**src/rtl/iorf_pkg.sv**
```systemverilog
// Shared constants for the I/O page register file: bus widths,
// fixed register addresses, read masks and reset values.
// Assumes a byte-wide bus with an 8-bit address.
package iorf_pkg;
    localparam int ADDR_W = 8;
    localparam int DATA_W = 8;

    localparam logic [ADDR_W-1:0] A_IRQ_FLAG = 8'h00;
    localparam logic [ADDR_W-1:0] A_IRQ_EN   = 8'h01;
    localparam logic [ADDR_W-1:0] A_DIVIDER  = 8'h04;
    localparam logic [ADDR_W-1:0] A_TIM_CTL  = 8'h05;
    localparam logic [ADDR_W-1:0] A_DSP_STAT = 8'h08;

    localparam logic [DATA_W-1:0] M_IRQ_FLAG = 8'hE0;
    localparam logic [DATA_W-1:0] M_IRQ_EN   = 8'hE0;
    localparam logic [DATA_W-1:0] M_TIM_CTL  = 8'hF8;
    localparam logic [DATA_W-1:0] M_DSP_STAT = 8'h80;
    localparam logic [DATA_W-1:0] M_SND_STAT = 8'h70;

    localparam logic [DATA_W-1:0] RST_IRQ_FLAG = 8'hE1;
    localparam logic [DATA_W-1:0] RST_VOLUME   = 8'h77;
    localparam logic [DATA_W-1:0] RST_PANNING  = 8'hF3;

    localparam logic [DATA_W-1:0] OPEN_BUS = 8'hFF;
    localparam int NUM_CHAN = 4;
endpackage

```
**src/rtl/iorf_core_regs.sv**
```systemverilog
// Core control registers: interrupt flag/enable, timer control,
// display status and divider. Stores raw bytes; read masking is done
// by the read mux. Assumes at most one write per clock.
module iorf_core_regs
    import iorf_pkg::*;
(
    input  logic              clk,
    input  logic              rst_n,
    input  logic              wr_en,
    input  logic [ADDR_W-1:0] addr,
    input  logic [DATA_W-1:0] wdata,
    input  logic              div_step,
    output logic [DATA_W-1:0] irq_flag_q,
    output logic [DATA_W-1:0] irq_en_q,
    output logic [DATA_W-1:0] tim_ctl_q,
    output logic [DATA_W-1:0] dsp_stat_q,
    output logic [DATA_W-1:0] div_q
);
    logic div_clr;
    assign div_clr = wr_en && (addr == A_DIVIDER);

    // Register writes for the plain control bytes.
    always_ff @(posedge clk) begin
        if (!rst_n) begin
            irq_flag_q <= RST_IRQ_FLAG;
            irq_en_q   <= '0;
            tim_ctl_q  <= '0;
            dsp_stat_q <= '0;
        end else if (wr_en) begin
            case (addr)
                A_IRQ_FLAG: irq_flag_q <= wdata | M_IRQ_FLAG;
                A_IRQ_EN:   irq_en_q   <= wdata;
                A_TIM_CTL:  tim_ctl_q  <= wdata;
                A_DSP_STAT: dsp_stat_q <= wdata;
                default: ;
            endcase
        end
    end

    // Divider: cleared by any write, otherwise steps on request.
    always_ff @(posedge clk) begin
        if (!rst_n) begin
            div_q <= '0;
        end else if (div_clr) begin
            div_q <= '0;
        end else if (div_step) begin
            div_q <= div_q + 1'b1;
        end
    end


    div_clear_chk: assert property (@(posedge clk) disable iff (!rst_n)
        (wr_en && addr == A_DIVIDER) |=> (div_q == '0));


    irq_top_bits_chk: assert property (@(posedge clk) disable iff (!rst_n)
        (wr_en && addr == A_IRQ_FLAG) |=> (irq_flag_q[7:5] == 3'b111));
endmodule

```
**src/rtl/iorf_sound_regs.sv**
```systemverilog
// Sound register bank: CH_REGS channel bytes followed by master volume
// and panning, then the status byte holding the master power bit.
// Writes store zero while power is off; a power-off write wipes the
// bank. Channel-active flags are sampled every clock without reset.
module iorf_sound_regs
    import iorf_pkg::*;
#(
    parameter int CH_REGS = 12,
    parameter int BASE    = 16
) (
    input  logic                          clk,
    input  logic                          rst_n,
    input  logic                          wr_en,
    input  logic [ADDR_W-1:0]             addr,
    input  logic [DATA_W-1:0]             wdata,
    input  logic [NUM_CHAN-1:0]           chan_in,
    output logic [CH_REGS+1:0][DATA_W-1:0] bank_q,
    output logic                          pwr_q,
    output logic [NUM_CHAN-1:0]           chan_q
);
    localparam int NREG = CH_REGS + 2;
    localparam logic [ADDR_W-1:0] A_STATUS = ADDR_W'(BASE + NREG);

    logic stat_wr;
    logic pwr_off;
    assign stat_wr = wr_en && (addr == A_STATUS);
    assign pwr_off = stat_wr && pwr_q && !wdata[DATA_W-1];

    // Master power bit: only bit 7 of a status write is taken.
    always_ff @(posedge clk) begin
        if (!rst_n) pwr_q <= 1'b1;
        else if (stat_wr) pwr_q <= wdata[DATA_W-1];
    end

    // Channel-active flags follow the inputs every clock.
    always_ff @(posedge clk) begin
        chan_q <= chan_in;
    end

    for (genvar i = 0; i < NREG; i++) begin : g_bank
        localparam logic [ADDR_W-1:0] A_REG = ADDR_W'(BASE + i);
        localparam logic [DATA_W-1:0] RST_V =
            (i == CH_REGS)     ? RST_VOLUME  :
            (i == CH_REGS + 1) ? RST_PANNING : '0;
        logic hit;
        assign hit = wr_en && (addr == A_REG);

        // One bank byte: wipe on power-off, gated store otherwise.
        always_ff @(posedge clk) begin
            if (!rst_n) bank_q[i] <= RST_V;
            else if (pwr_off) bank_q[i] <= '0;
            else if (hit) bank_q[i] <= pwr_q ? wdata : '0;
        end
    end


    snd_off_zero_chk: assert property (@(posedge clk) disable iff (!rst_n)
        !pwr_q |-> (bank_q == '0));


    pwr_off_wipe_chk: assert property (@(posedge clk) disable iff (!rst_n)
        ($past(pwr_q) && !pwr_q) |-> (bank_q == '0));
endmodule

```
**src/rtl/iorf_read_mux.sv**
```systemverilog
// Combinational read path: selects the addressed byte, ORs in its
// unused-bit mask, returns all ones for unmapped addresses and while
// the read strobe is low.
module iorf_read_mux
    import iorf_pkg::*;
#(
    parameter int CH_REGS = 12,
    parameter int BASE    = 16
) (
    input  logic                           rd_en,
    input  logic [ADDR_W-1:0]              addr,
    input  logic [DATA_W-1:0]              irq_flag_q,
    input  logic [DATA_W-1:0]              irq_en_q,
    input  logic [DATA_W-1:0]              tim_ctl_q,
    input  logic [DATA_W-1:0]              dsp_stat_q,
    input  logic [DATA_W-1:0]              div_q,
    input  logic [CH_REGS+1:0][DATA_W-1:0] bank_q,
    input  logic                           pwr_q,
    input  logic [NUM_CHAN-1:0]            chan_q,
    output logic [DATA_W-1:0]              rdata
);
    localparam int NREG = CH_REGS + 2;
    localparam logic [ADDR_W-1:0] A_STATUS = ADDR_W'(BASE + NREG);
    localparam int PAD = DATA_W - 1 - NUM_CHAN;

    logic [DATA_W-1:0] sel;

    // Address decode with per-register masks.
    always_comb begin
        sel = OPEN_BUS;
        case (addr)
            A_IRQ_FLAG: sel = irq_flag_q | M_IRQ_FLAG;
            A_IRQ_EN:   sel = irq_en_q   | M_IRQ_EN;
            A_TIM_CTL:  sel = tim_ctl_q  | M_TIM_CTL;
            A_DSP_STAT: sel = dsp_stat_q | M_DSP_STAT;
            A_DIVIDER:  sel = div_q;
            A_STATUS:   sel = {pwr_q, {PAD{1'b0}}, chan_q} | M_SND_STAT;
            default: begin
                for (int i = 0; i < NREG; i++) begin
                    if (addr == ADDR_W'(BASE + i)) sel = bank_q[i];
                end
            end
        endcase
        rdata = rd_en ? sel : OPEN_BUS;
    end
endmodule

```
**src/rtl/io_page_regs.sv**
```systemverilog
// Top of the I/O page register file. Ties the core control bytes,
// the sound bank and the read mux to one synchronous byte bus.
// Assumes the sound bank does not overlap the core addresses.
module io_page_regs
    import iorf_pkg::*;
#(
    parameter int SND_CH_REGS = 12,
    parameter int SND_BASE    = 16
) (
    input  logic              clk,
    input  logic              rst_n,
    input  logic [7:0]        bus_addr,
    input  logic              bus_wr,
    input  logic [7:0]        bus_wdata,
    input  logic              bus_rd,
    output logic [7:0]        bus_rdata,
    input  logic              div_step,
    input  logic [3:0]        chan_active
);
    localparam int NREG = SND_CH_REGS + 2;
    localparam logic [ADDR_W-1:0] A_STATUS = ADDR_W'(SND_BASE + NREG);

    logic [DATA_W-1:0] irq_flag_q, irq_en_q, tim_ctl_q, dsp_stat_q, div_q;
    logic [NREG-1:0][DATA_W-1:0] bank_q;
    logic pwr_q;
    logic [NUM_CHAN-1:0] chan_q;

    iorf_core_regs u_core (
        .clk(clk), .rst_n(rst_n), .wr_en(bus_wr), .addr(bus_addr),
        .wdata(bus_wdata), .div_step(div_step),
        .irq_flag_q(irq_flag_q), .irq_en_q(irq_en_q), .tim_ctl_q(tim_ctl_q),
        .dsp_stat_q(dsp_stat_q), .div_q(div_q)
    );

    iorf_sound_regs #(.CH_REGS(SND_CH_REGS), .BASE(SND_BASE)) u_snd (
        .clk(clk), .rst_n(rst_n), .wr_en(bus_wr), .addr(bus_addr),
        .wdata(bus_wdata), .chan_in(chan_active),
        .bank_q(bank_q), .pwr_q(pwr_q), .chan_q(chan_q)
    );

    iorf_read_mux #(.CH_REGS(SND_CH_REGS), .BASE(SND_BASE)) u_rmux (
        .rd_en(bus_rd), .addr(bus_addr),
        .irq_flag_q(irq_flag_q), .irq_en_q(irq_en_q), .tim_ctl_q(tim_ctl_q),
        .dsp_stat_q(dsp_stat_q), .div_q(div_q),
        .bank_q(bank_q), .pwr_q(pwr_q), .chan_q(chan_q),
        .rdata(bus_rdata)
    );


    idle_ff_chk: assert property (@(posedge clk) disable iff (!rst_n)
        !bus_rd |-> (bus_rdata == 8'hFF));


    irq_read_top_chk: assert property (@(posedge clk) disable iff (!rst_n)
        (bus_rd && bus_addr == A_IRQ_FLAG) |-> (bus_rdata[7:5] == 3'b111));


    tctl_mask_chk: assert property (@(posedge clk) disable iff (!rst_n)
        (bus_rd && bus_addr == A_TIM_CTL) |-> (bus_rdata[7:3] == 5'b11111));


    status_live_chk: assert property (@(posedge clk) disable iff (!rst_n)
        (bus_rd && bus_addr == A_STATUS)
            |-> (bus_rdata[3:0] == $past(chan_active) && bus_rdata[6:4] == 3'b111));
endmodule

```
**config.mk**
```make
export PLATFORM = sky130hd
export DESIGN_NAME = io_page_regs
export DESIGN_NICKNAME = d
export VERILOG_FILES = /design/src/rtl/iorf_pkg.sv /design/src/rtl/iorf_core_regs.sv /design/src/rtl/iorf_sound_regs.sv /design/src/rtl/iorf_read_mux.sv /design/src/rtl/io_page_regs.sv
export SDC_FILE = /design/constraint.sdc
export NUM_CORES = 1
export LEC_CHECK = 0
export CAP_MARGIN = 25
export CORE_ASPECT_RATIO = 1.2
export CORE_MARGIN = 5
export CORE_UTILIZATION = 60
export CTS_CLUSTER_SIZE = 25
export DETAILED_ROUTE_END_ITERATION = 6
export PLACE_DENSITY = 0.78
export SETUP_SLACK_MARGIN = 0.2
export SLEW_MARGIN = 30
export SYNTH_ARGS = -nofsm -noshare
export SYNTH_HDL_FRONTEND = slang
export SYNTH_HIERARCHICAL = 1
export SYNTH_SLANG_ARGS = --single-unit
export TNS_END_PERCENT = 10
```
**constraint.sdc**
```tcl
create_clock -name clk -period 4.28 [get_ports clk]
set_input_delay 1.07 -clock clk [delete_from_list [all_inputs] [get_ports clk]]
set_output_delay 1.07 -clock clk [all_outputs]
set_load 0.1 [all_outputs]
```
======== Word-level counts from Yosys, hierarchy flattened ========
Index checks and enable logic that the tools add are counted.
word-level totals
  bits in registers ....................... 145
  input port bits ......................... 25
  output and inout port bits .............. 8
  logic and storage cells ................. 93
cells by class
  add/sub/neg operators ................... 1
  equal/unequal tests ..................... 19
  multiplexer cells ....................... 21
  bitwise operators ....................... 1
  reductions and logical operators ........ 28
operators by type and width
  operator             number
  $mux 8               18
  $eq 8x5->1 const B   15
  $pmux 8 s6           1
  $logic_and 1x1->1    18
  $eq 8x3->1 const B   2
  $mux 7               2
  $add 8x1->8 const B  1
  $eq 8x1->1 const B   1
  $eq 8x4->1 const B   1
  $logic_not 8->1      1
  $reduce_and 2->1     4
  $reduce_bool 2->1    2
  $reduce_or 2->1      2
  $logic_not 1->1      1
  $not 1->1            1

======== Logic depth before layout (Yosys ltp) ========
Gate-level depths: netlist of the first run.
  depth after elaboration ................. 17
  mapped depth ............................ 10
  depth with buffers taken out ............ 6

======== Cells and area by module ========
The synthesis of the first run kept the hierarchy.
modules (own cells, without submodules)
  module           times used  cells each  area each (µm²)  seq. area each (µm²)
  iorf_sound_regs  1           574         5371.4           2342.2
  iorf_read_mux    1           279         1735.4           0.0
  iorf_core_regs   1           152         1477.7           740.7

======== Worst setup path after synthesis of the first run ========
No wires, ideal clock.
  kind .................................... input port to output port
  from .................................... input port bus_addr[0]
  to ...................................... output port bus_rdata[0]
  data arrival time ....................... 4611 ps
  data required time ...................... 3210 ps
  setup slack ............................. -1401 ps
  stages on the path ...................... 7
  buffers on the path ..................... 3
  cell sequence ........................... buf_2 -> buf_1 -> buf_2 -> o21ai_0 -> o21a_1 -> o221a_2 -> o31ai_1
between the ends
  longest elaborated chain between the ends .. 17
  elaborated cells between the ends (all ways) .. 36
  classes of those cells .................. eq/ne: 19; mux: 16; reduce/logical: 1
ends and longest elaborated chain
  what                   RTL line             RTL
  start: declaration     io_page_regs.sv:12   input logic [7:0] bus_addr,
  $eq 8x5->1             iorf_read_mux.sv:40  if (addr == ADDR_W'(BASE + i)) sel = bank_q[i];
  $mux 8 (14 in series)  iorf_read_mux.sv:40
  $pmux 8 s6 *           iorf_read_mux.sv:31  case (addr)
  $mux 8 *               iorf_read_mux.sv:44  rdata = rd_en ? sel : OPEN_BUS;
  end: declaration       io_page_regs.sv:16   output logic [7:0] bus_rdata,
Every way passes the cells marked *; elsewhere a longest branch is shown, timed or not.

======== Worst setup path after layout of the first run ========
  from .................................... input port bus_addr[6]
  to ...................................... output port bus_rdata[1]
The elaborated chain is that of the path after synthesis.

==> run_results.csv, run 1 <==
group,metric,value,unit
power,power_density,326,mW/mm^2
die,die_h,138,microns
setup_path,cp-end-kind,"primary output",
setup_path,start_kind,"input port",
clock_tree,hold_buffers,0,
die,start_util,60.5,%
timing,min_period,4220,ps
place,gp_congestion,1.03,
timing,setup_viol,0,
layout,nets,1010,
setup_path,cp_data_required_time,3210,ps
timing,worst_slew_pin_slew,984,ps
setup_path,reg2regPathDepth,5,
synth,syn_nets,999,
clock_tree,clk_pin_slew_worst_paths,60,ps
setup_path,r2r_end,"u_snd/bank_q[50]",
outcome,status,"complete, no violations",
min_path,hold-path-endpoint,"u_core/dsp_stat_q[3]",
drt,drtIter0Drc,1319,
clock_tree,cts.path.max_buffers,2,
synth,synth_warnings,6,
setup_path,cp_data_arrival_time,3150,ps
timing,setup_tns,0,ps
setup_path,critPathKind,"in -> out",
setup_path,r2r-start,"u_snd/pwr_q",
power,power.total,3.09,mW
min_path,min-delay-path-class,"reg -> reg",
drt,route.vias.total,8301,
layout,area_delta_synth_final,14.9,%
layout,antenna_cells,0,
global_route,grt_use_total,34.5,%
flow_run,cap_viol_max_count,0,
setup_path,worstPathMaxFanout,2,
timing,fin_worst_skew,4.17,ps
synth,syn_inst,973,
power,ir_drop,0.269,mV
layout,fillers,1095,
clock_tree,cts_buffers,17,
place,portBuffers,32,
clock_tree,cts_htree_levels,4,
timing,hold_violations,0,
drt,firstDrtPassIters,6,
place,dp_hpwl,18200,microns
clock_tree,clock-root-buffer,"clkbuf_16",
timing,slew_headroom,34.4,%
timing,rsz0062_at_grt,"yes",
die,die_w,117,microns
timing,finalMaxSlewViolations,0,
die,die_area,0.0162,sq mm
min_path,hold_depth,2,
global_route,grt_pass1_vias,7850,
synth,syn_area_per_cell,8.48,sq um
drt,ant_nets,0,
drt,routedWlPerCell,23.8,microns
clock_tree,clock_latency,420,ps
setup_path,ff2ff_setup_slack,2180,ps
global_route,grt_max_degree,102,
die,io_pins,33,
power,leakagePower,3.24,nW
timing,fmax,237,MHz
synth,netlist_area,0.00825,sq mm
drt,routed_via_density,7.13,
clock_tree,cts.sinks,145,
clock_tree,cts_tree,"built",
layout,drive_above_1_share,20.7,%
drt,routed_wirelength,27800,microns
setup_path,crit_start,"bus_addr[6]",
timing,fin_crit_sh,98.7,%
drt,drc_errors,0,
global_route,grt_pass1_wl,44000,microns
min_path,min_from,"u_core/dsp_stat_q[3]",
die,core-area,0.0136,sq mm
die,num_rows,47,
global_route,antenna_found_initial,0,
global_route,grt_remaining_overflow,0,
==> stage by stage <==
step                      utilization, %  hold WS (ps)  instances  area (sq um)  setup WS (ps)
final                               69.5           456       1164          9480           55.5
after global routing                69.5           481       1164          9480           4.61
after CTS                           69.5           460       1164          9480           25.7
after detailed placement            65.7           450       1135          8970           -273
after global placement              65.7           442       1135          8970           -237
after floorplan                        -           430        973          8270           -595
==> sequential cells by signal, summed over array words and instances (netlist names) <==
name / cells
u_snd/pwr_q: 1
u_core/tim_ctl_q: 3
u_core/div_q: 8
u_core/irq_en_q: 5
u_snd/bank_q: 112
u_core/irq_flag_q: 5
u_core/dsp_stat_q: 7
u_snd/chan_q: 4
==> final cells by class <==
cell class,instances,area [sq um],area share (%)
multi-input cells,686,4680,49.3
flip-flops and latches,145,2900,30.6
repair buffers,117,1110,11.7
clock buffers,22,474,5.00
well taps,171,214,2.26
inverters,17,63.8,0.673
clock inverters,6,36.3,0.383
==> cells in the final DEF, fill, tap and decap left out, types with 14 or more instances in the layout <==
cell type and n:
nor2_1 31, mux2i_1 37, buf_4 77, dfxtp_1 145, o31ai_1 103, o221ai_1 14, clkbuf_16 18, a21oi_2 50
buf_12 15, nand2b_1 15, o21ai_0 35, nand4_1 105, nand2_1 51, nand3_1 14, a21oi_1 85, inv_1 16
clkdlybuf4s50_1 16
==> worst max-delay path by stage <==
stage | end | cells past startpoint
after floorplan | bus_rdata[3] | 6
after global placement | bus_rdata[1] | 8
after global routing | bus_rdata[1] | 8
after CTS | bus_rdata[1] | 8
after detailed placement | bus_rdata[1] | 8
final | bus_rdata[1] | 8
==> power by group <==
part / switching, mW / internal [mW]
registers: 0.00434 / 1.36
clock network: 0.561 / 0.770
logic: 0.274 / 0.124
==> worst max-delay path, cell delays in order <==
cell,delay [ps]
buf_6,90
or4b_4,550
or3_4,350
o21ai_2,110
nor2_1,50
or4_1,510
o211ai_1,150
clkbuf_16,260
==> timing repair <==
item	CTS	global route
buffers inserted	1	0
setup endpoints to repair	8	8
endpoints found under the hold margin	0	0
pin swaps	6	4
gates resized for setup	19	2
==> metal layers <==
layer  share of wire, %  vias to the layer above  track usage, %  wire length (microns)
met2                 47                      563            52.6                  12900
met1                 39                     3911            45.8                  10800
met3                9.7                       88            7.65                   2700
met4                5.0                        0            16.5                   1380
met5                  0                        -               0                      0
li1                   -                     3739               -                      -
No activity file was read; power rests on OpenSTA's default activity.
==> run 2, diff against run 1 <==
--- a/config.mk
+++ b/config.mk
@@ -13,6 +13,7 @@
 export DETAILED_ROUTE_END_ITERATION = 6
 export PLACE_DENSITY = 0.78
 export SETUP_SLACK_MARGIN = 0.2
+export SKIP_LAST_GASP = 1
 export SLEW_MARGIN = 30
 export SYNTH_ARGS = -nofsm -noshare
 export SYNTH_HDL_FRONTEND = slang
==> results of run 2 <==
No change in the layout: final DEF, timing and power equal those of run 1.
